### config.mk
export PLATFORM = sky130hd
export DESIGN_NAME = lbus_tmo_monitor
export DESIGN_NICKNAME = d
export VERILOG_FILES = /design/src/rtl/lbto_pkg.sv /design/src/rtl/lbto_tick_gen.sv /design/src/rtl/lbto_sel_decode.sv /design/src/rtl/lbto_cycle_ctrl.sv /design/src/rtl/lbus_tmo_monitor.sv
export SDC_FILE = /design/constraint.sdc
export NUM_CORES = 1
export LEC_CHECK = 0
export ABC_AREA = 1
export BUFFER_PORTS_ARGS = -buffer_cell sky130_fd_sc_hd__buf_2
export CORE_MARGIN = 2
export CORE_UTILIZATION = 35
export DETAILED_ROUTE_END_ITERATION = 6
export PLACE_DENSITY = 0.58
export SETUP_SLACK_MARGIN = 0.15
export SKIP_CTS_REPAIR_TIMING = 1
export SYNTH_ARGS = -nofsm -noshare
export SYNTH_HDL_FRONTEND = slang
export SYNTH_SLANG_ARGS = --single-unit
### constraint.sdc
create_clock -name clk -period 4.6 [get_ports clk]
set_clock_uncertainty 0.1 [all_clocks]
set_input_delay 0.69 -clock clk [delete_from_list [all_inputs] [get_ports clk]]
set_output_delay 0.69 -clock clk [all_outputs]
set_load 0.02 [all_outputs]
### src/rtl/lbto_pkg.sv
// Package: shared select-code type and limit helpers for the timeout monitor.
// Assumes limits are given in whole microseconds.
package lbto_pkg;

    typedef enum logic [1:0] {
        SEL_SHORT = 2'd0,
        SEL_MID   = 2'd1,
        SEL_LONG  = 2'd2,
        SEL_OFF   = 2'd3
    } tmo_sel_e;

    // Largest of three limits, used to size the microsecond counter.
    function automatic int unsigned max3(input int unsigned a, input int unsigned b,
                                         input int unsigned c);
        int unsigned m;
        m = (a > b) ? a : b;
        return (m > c) ? m : c;
    endfunction

endpackage

### src/rtl/lbto_tick_gen.sv
// Module: lbto_tick_gen
// Divides the system clock into a 1 us tick. The divider clears on restart and
// whenever run is low, so the first tick comes exactly CLK_MHZ clocks after the restart.
// Assumes CLK_MHZ >= 1.
module lbto_tick_gen #(
    parameter int unsigned CLK_MHZ = 125
) (
    input  logic clk,
    input  logic rst_n,
    input  logic restart,
    input  logic run,
    output logic tick
);
    localparam int unsigned PW = (CLK_MHZ > 1) ? $clog2(CLK_MHZ) : 1;
    localparam logic [PW-1:0] LAST = PW'(CLK_MHZ - 1);

    logic [PW-1:0] div_q;

    // Purpose: divider count, cleared on restart or when not running.
    always_ff @(posedge clk) begin
        if (!rst_n)                 div_q <= '0;
        else if (restart || !run)   div_q <= '0;
        else if (div_q == LAST)     div_q <= '0;
        else                        div_q <= div_q + 1'b1;
    end

    assign tick = run && !restart && (div_q == LAST);

    generate
        if (CLK_MHZ > 1) begin : g_tick_chk
            AST_TICK_SPACED: assert property (@(posedge clk) disable iff (!rst_n)
                tick |=> !tick);
        end
    endgenerate

endmodule

### src/rtl/lbto_sel_decode.sv
// Module: lbto_sel_decode
// Registers the select code, which resets to code 0, and turns it into a limit in
// microseconds plus an off flag.
// Assumes the select input is static or changes only between transfers.
module lbto_sel_decode
    import lbto_pkg::*;
#(
    parameter int unsigned T0_US = 8,
    parameter int unsigned T1_US = 64,
    parameter int unsigned T2_US = 256,
    parameter int unsigned CNT_W = 9
) (
    input  logic             clk,
    input  logic             rst_n,
    input  logic [1:0]       sel_in,
    output logic [CNT_W-1:0] limit,
    output logic             off
);
    tmo_sel_e sel_q;

    // Purpose: hold the select code in effect, code 0 after reset.
    always_ff @(posedge clk) begin
        if (!rst_n) sel_q <= SEL_SHORT;
        else        sel_q <= tmo_sel_e'(sel_in);
    end

    // Purpose: map the code to a limit and an off flag.
    always_comb begin
        off   = 1'b0;
        limit = CNT_W'(T0_US);
        unique case (sel_q)
            SEL_SHORT: limit = CNT_W'(T0_US);
            SEL_MID:   limit = CNT_W'(T1_US);
            SEL_LONG:  limit = CNT_W'(T2_US);
            SEL_OFF:   off   = 1'b1;
            default:   off   = 1'b1;
        endcase
    end

    AST_SEL_RESET_SHORT: assert property (@(posedge clk) disable iff (!rst_n)
        $rose(rst_n) |-> (sel_q == SEL_SHORT));

endmodule

### src/rtl/lbto_cycle_ctrl.sv
// Module: lbto_cycle_ctrl
// Tracks one open bus cycle and counts microsecond ticks. It sends a one-clock error
// when the count reaches the limit. A start strobe restarts the count. A response
// closes the cycle and beats an expiry on the same edge.
// Assumes limit >= 1 while armed.
module lbto_cycle_ctrl #(
    parameter int unsigned CNT_W = 9
) (
    input  logic             clk,
    input  logic             rst_n,
    input  logic             start,
    input  logic             ack,
    input  logic             err_ack,
    input  logic             armed,
    input  logic             tick,
    input  logic [CNT_W-1:0] limit,
    output logic             active,
    output logic             restart,
    output logic             err
);
    logic [CNT_W-1:0] us_cnt;
    logic             expire;

    assign restart = start && armed;
    assign expire  = (({1'b0, us_cnt} + 1'b1) == {1'b0, limit});

    // Purpose: cycle state, microsecond count and the error pulse.
    always_ff @(posedge clk) begin
        if (!rst_n) begin
            active <= 1'b0;
            us_cnt <= '0;
            err    <= 1'b0;
        end else begin
            err <= 1'b0;
            if (!armed) begin
                active <= 1'b0;
                us_cnt <= '0;
            end else if (start) begin
                active <= 1'b1;
                us_cnt <= '0;
            end else if (ack || err_ack) begin
                active <= 1'b0;
                us_cnt <= '0;
            end else if (active && tick) begin
                if (expire) begin
                    err    <= 1'b1;
                    active <= 1'b0;
                    us_cnt <= '0;
                end else begin
                    us_cnt <= us_cnt + 1'b1;
                end
            end
        end
    end

    AST_ERR_NEEDS_CYCLE: assert property (@(posedge clk) disable iff (!rst_n)
        err |-> $past(active));
    AST_ACK_NO_ERR: assert property (@(posedge clk) disable iff (!rst_n)
        ack |=> !err);
    AST_EACK_NO_ERR: assert property (@(posedge clk) disable iff (!rst_n)
        err_ack |=> !err);
    AST_START_RESTART: assert property (@(posedge clk) disable iff (!rst_n)
        restart |=> (active && us_cnt == '0));
    AST_ERR_ONE_CLK: assert property (@(posedge clk) disable iff (!rst_n)
        err |=> !err);
    AST_ERR_THEN_IDLE: assert property (@(posedge clk) disable iff (!rst_n)
        err |-> !active);

endmodule

### src/rtl/lbus_tmo_monitor.sv
// Module: lbus_tmo_monitor (top)
// Local bus access timeout monitor. It times each transfer from its start strobe
// and sends a one-clock transfer error if no slave response comes within the
// selected limit.
// Assumes synchronous, single-clock handshake inputs.
module lbus_tmo_monitor
    import lbto_pkg::*;
#(
    parameter int unsigned CLK_MHZ = 125,
    parameter int unsigned T0_US   = 8,
    parameter int unsigned T1_US   = 64,
    parameter int unsigned T2_US   = 256
) (
    input  logic       clk,
    input  logic       rst_n,
    input  logic       xfer_start,
    input  logic       xfer_ack,
    input  logic       xfer_err_ack,
    input  logic [1:0] tmo_sel,
    input  logic       mon_enable,
    output logic       bus_err
);
    localparam int unsigned MAX_US = max3(T0_US, T1_US, T2_US);
    localparam int unsigned CNT_W  = $clog2(MAX_US + 1);

    logic [CNT_W-1:0] limit;
    logic             off, armed, tick, active, restart;

    assign armed = mon_enable && !off;

    lbto_sel_decode #(
        .T0_US(T0_US), .T1_US(T1_US), .T2_US(T2_US), .CNT_W(CNT_W)
    ) u_dec (
        .clk(clk), .rst_n(rst_n), .sel_in(tmo_sel), .limit(limit), .off(off)
    );

    lbto_tick_gen #(.CLK_MHZ(CLK_MHZ)) u_tick (
        .clk(clk), .rst_n(rst_n), .restart(restart), .run(active), .tick(tick)
    );

    lbto_cycle_ctrl #(.CNT_W(CNT_W)) u_ctrl (
        .clk(clk), .rst_n(rst_n), .start(xfer_start), .ack(xfer_ack),
        .err_ack(xfer_err_ack), .armed(armed), .tick(tick), .limit(limit),
        .active(active), .restart(restart), .err(bus_err)
    );

    AST_OFF_QUIET: assert property (@(posedge clk) disable iff (!rst_n)
        off |=> !bus_err);
    AST_DISABLED_QUIET: assert property (@(posedge clk) disable iff (!rst_n)
        !mon_enable |=> !bus_err);

endmodule

## Word level (Yosys, flattened, before mapping)

Cells that the tools add are included.

- Output and inout bits: 1
- Bits in registers: 20
- Word-level logic and storage cells: 41
- Input port bits: 8

- Bitwise logic cells: 3
- Add/sub/neg operators: 3
- Equality and inequality tests: 5
- Reductions and logical operators: 17
- Muxes and demuxes: 8

Operators by type and width:

| cell | count |
|---|---|
| 9-bit one-hot mux with 2 select lines | 1 |
| 9-bit by 1-bit adder with 10-bit output, second input constant | 1 |
| 10-bit by 9-bit == test with 1-bit output | 1 |
| 9-bit by 1-bit adder with 9-bit output, second input constant | 1 |
| 9-bit two-way mux | 1 |
| 7-bit by 1-bit adder with 7-bit output, second input constant | 1 |
| 7-bit == test, second input constant | 1 |
| 1-bit two-way mux | 6 |
| 3-bit nonzero test | 2 |
| 1-bit logical AND | 5 |
| 5-bit OR reduction | 1 |
| 2-bit == test, second input constant | 2 |
| 2-bit AND reduction | 2 |
| 4-bit OR reduction | 1 |
| 1-bit zero test | 3 |
| 1-bit NOT | 3 |
| 3-bit OR reduction | 1 |
| 2-bit by 1-bit == test with 1-bit output, second input constant | 1 |
| 1-bit logical OR | 2 |

## Depth between registers and ports, before layout

- Word-level depth: 12
- Mapped depth: 11
- Depth with buffers taken out: 11

## Hierarchy

A second synthesis with hierarchy kept.

- Cell total of the unflattened synthesis: 219
- Area, all modules: 1428.9 sq um

By module, submodules not included:

| module | seq. area each (sq um) | cells an instance | area an instance (sq um) | instances |
|---|---|---|---|---|
| lbto_cycle_ctrl | 220.2 | 153 | 900.9 | 1 |
| lbto_tick_gen | 140.1 | 46 | 369.1 | 1 |
| lbto_sel_decode | 40.0 | 18 | 148.9 | 1 |
| lbus_tmo_monitor | 0.0 | 2 | 10.0 | 1 |

## Worst setup path before layout

OpenSTA, ideal clock, no wires.

- Kind: input to register
- From: in xfer_start
- To: reg u_ctrl.us_cnt[4]
- Library setup time: 0.086 ns
- Data arrival time: 1.429 ns
- Stages on the path: 5
- Required time: 4.414 ns
- Slack: 2.985 ns
- Path buffers: 0
- Path through: nor3_1 > inv_1 > nor2_1 > inv_1 > a211oi_1

- Word-level cells in the longest chain between the ends: 5
- Elaborated cells between the ends (all ways): 6
- Those cells by class: reduce/logical: 6

Ends and longest elaborated chain:

| item | RTL line | source |
|---|---|---|
| start: declaration | lbus_tmo_monitor.sv:16 | `input logic xfer_start,` |
| 1-bit logical AND | lbto_cycle_ctrl.sv:24 | `assign restart = start && armed;` |
| 1-bit zero test | lbto_tick_gen.sv:27 | `assign tick = run && !restart && (div_q == LAST);` |
| 1-bit logical AND (2 in series) | lbto_tick_gen.sv:27 |  |
| 1-bit logical AND | lbto_cycle_ctrl.sv:44 | `end else if (active && tick) begin` |
| end signal: assignment | lbto_cycle_ctrl.sv:50 | `us_cnt <= us_cnt + 1'b1;` |
| end: declaration | lbto_cycle_ctrl.sv:21 | `logic [CNT_W-1:0] us_cnt;` |

Parallel ways exist; a longest one is shown, timed or not.
A chain may end at the register's enable or synchronous reset.

## Worst setup path in the final report

- From: reg u_dec.sel_q[1]
- To: reg u_ctrl.us_cnt[1]

- Word-level cells in the longest chain between the ends: 9
- Elaborated cells between the ends (all ways): 16
- Those cells by class: eq/ne: 4; mux: 3; bitwise: 1; reduce/logical: 8

Ends and longest elaborated chain:

| item | RTL line | source |
|---|---|---|
| start: declaration | lbto_sel_decode.sv:19 | `tmo_sel_e sel_q;` |
| start signal: assignment | lbto_sel_decode.sv:24 | `else sel_q <= tmo_sel_e'(sel_in);` |
| parallel branches: the longest is 9 deep, another holds 10-bit by 9-bit == test with 1-bit output | n/a |  |

Several ways; the timed one is not identified.

==> metrics.txt <==
status=finished, final reports clean; static leakage=0.520 nW; share of cells above drive strength 1=13.4%; initial antenna violation count=0; final setup vio count=0; Final Max Slew Viols=0; sequential share of the synthesized area=between 30% and 40%; CTS Root Cell=clkbuf_4; net count after synthesis=between 150 and 200; Rows=20; Worst path slowest cell=dfxtp_1; core footprint=roughly 3100 sq um; vias in the first global route=895; Die Y=between 60 and 70 um; worst path bufs/invs=1; global route overflow=0; RSZ-0062 raised after global routing=no; routed len/inst=9.44 um; die width=between 60 and 70 um; Final Hold Fails=0; commonest non-fill, non-tap cell in the layout=nand2_1; Worst Hold Class=flop to flop; Placer Congestion=0.810; WP data arrival=1.92 ns; hold_ws=0.372 ns; synthesized area=around 1200 sq um; Pwr per Cell Area=between 200 and 250 nW/um^2; Clk pin slew, worst setup/hold paths=0.10 ns; I/O Buffers=8; Max clock buf depth=2; Top Ports=9; Tot GR Track Use=13.0%; startpoint types=flop; maximum net fanout on the critical path=11; largest net degree at the start of global routing=12; Iter 0 DRT Violations=25; most frequent cells in the layout=39 x nand2_1, 29 x inv_1, 24 x nor2_1, 20 x dfxtp_1, 15 x nand3_1; Final ANT Viol Nets=0; Via Count=slightly below 1000; Hold Crit Start=u_tick.div_q[0]; worst skew pair latency=just under 0.3 ns; hpwl dp=1730 um; Initial Util=37.5%; CTS Sinks=20; endpoint type of the worst setup path=flop; Worst path max stage delay=between 0.3 and 0.4 ns; Sum Neg Setup Slack=0 ns; worst setup path startpoint=u_dec.sel_q[1]; Tightest Pin Transition=between 0.4 and 0.5 ns; number of synthesized register bits=20; Post-synth EDFFs=0; Worst Path Required=around 4.7 ns; Syn Inst Count=170; full die area=3800 sq um; delay-heaviest family, CP=simple AND/OR/NAND/NOR gates; CP Class=flop to flop; Post-synth ARST share=0%; final worst path period need=1.83 ns; Max Clock Freq=548 MHz; max_slew headroom=between 70 and 80%; synth warn=0; Distinct cells, synth=29; syn_area_per_cell=between 6 and 7 sq um; VDD IR max=between 0.1 and 0.15 mV; first-pass GRT wire length=3700 um; drt first pass iters=4; H-tree levels=1; Inserted Diodes=0; Layout Nets=195; DRC Markers=0; final worst-path cycle share=39.7%; Synth Flop Type=dfxtp_1; CP cell instances=ha_1 > inv_1 > nand3_1 > nand2_1 > nor2_2 > nand3_1 > nor2_1 > nand3_2 > nand2_4 > nor2_1; worst reg2reg setup slack=2.77 ns; R2R Path Start=u_dec.sel_q[1]; final wirelength=2110 um; max cap viols=0; CTS Buf Count=3; area delta synth->final=9.03%; Via density=4.41; CTS tree=yes
==> state kept, by name (all words and copies together) (netlist names) <==
register       count
u_tick.div_q       7
u_ctrl.err         1
u_ctrl.us_cnt      9
u_dec.sel_q        2
u_ctrl.active      1
==> cells in the mapped netlist (3+ instances only) <==
| master | number | area share (%) |
|---|---|---|
| nand2_1 | 39 | 13 |
| o21ai_0 | 5 | 2.2 |
| nor2_1 | 24 | 7.7 |
| nor2_2 | 3 | 1.6 |
| ha_1 | 6 | 6.5 |
| nand3_1 | 15 | 6.5 |
| dfxtp_1 | 20 | 34 |
| inv_1 | 29 | 9.4 |
==> logic make-up (layout without fill, tap and decap cells) <==
group / count (synthesis) / count (layout) / share of synthesized area (%)
xor+xnor: 3 / 3 / 2.26
mux: 1 / 1 / 0.860
fa+ha+maj: 6 / 6 / 6.45
flops: 20 / 20 / 34.4
simple gates: 96 / 96 / 39.0
compound gates: 12 / 12 / 6.24
buf+inv: 32 / 41 / 10.8
==> stage by stage <==
| step | total power [W] | cell area (sq um) | instances | setup slack [ns] | util (%) |
|---|---|---|---|---|---|
| floorplan | 0.000189 | 1160 | 170 | 2.99 | - |
| global placement | 0.000194 | 1250 | 220 | 2.51 | 40.2 |
| detailed placement | 0.000195 | 1250 | 220 | 2.49 | 40.2 |
| CTS | 0.000275 | 1270 | 223 | 2.76 | 40.9 |
| global route | 0.000287 | 1270 | 223 | 2.57 | 40.9 |
| finish | 0.000270 | 1270 | 223 | 2.77 | 40.9 |
==> layer usage <==
layer	GRT usage [%]	vias up	routed length, um
li1	-	551	-
met1	18.1	417	1110
met2	20.5	16	925
met3	3.78	0	71
met4	1.82	0	0
met5	0	-	0
==> power by group <==
group | switching [W] | internal [W] | total [W]
sequential | 0.00000127 | 0.000175 | 0.000176
clock | 0.0000495 | 0.0000305 | 0.0000800
combinational | 0.00000797 | 0.00000645 | 0.0000144
==> final cells by class <==
type | instances | area (sq um)
fillers | 348 | 1830
multi-input cells | 118 | 638
flip-flops and latches | 20 | 400
inverters | 30 | 113
well taps | 44 | 55.1
repair buffers | 8 | 40.0
clock buffers | 3 | 22.5
==> worst paths after layout <==
| kind | endpoint | cells past startpoint |
|---|---|---|
| worst min-delay path | u_tick.div_q[0] | 1 |
| worst min register to register | u_tick.div_q[0] | 1 |
| worst max-delay path | u_ctrl.us_cnt[1] | 10 |
| worst max register to register | u_ctrl.us_cnt[1] | 10 |
Power figures use the tool's default switching activity.
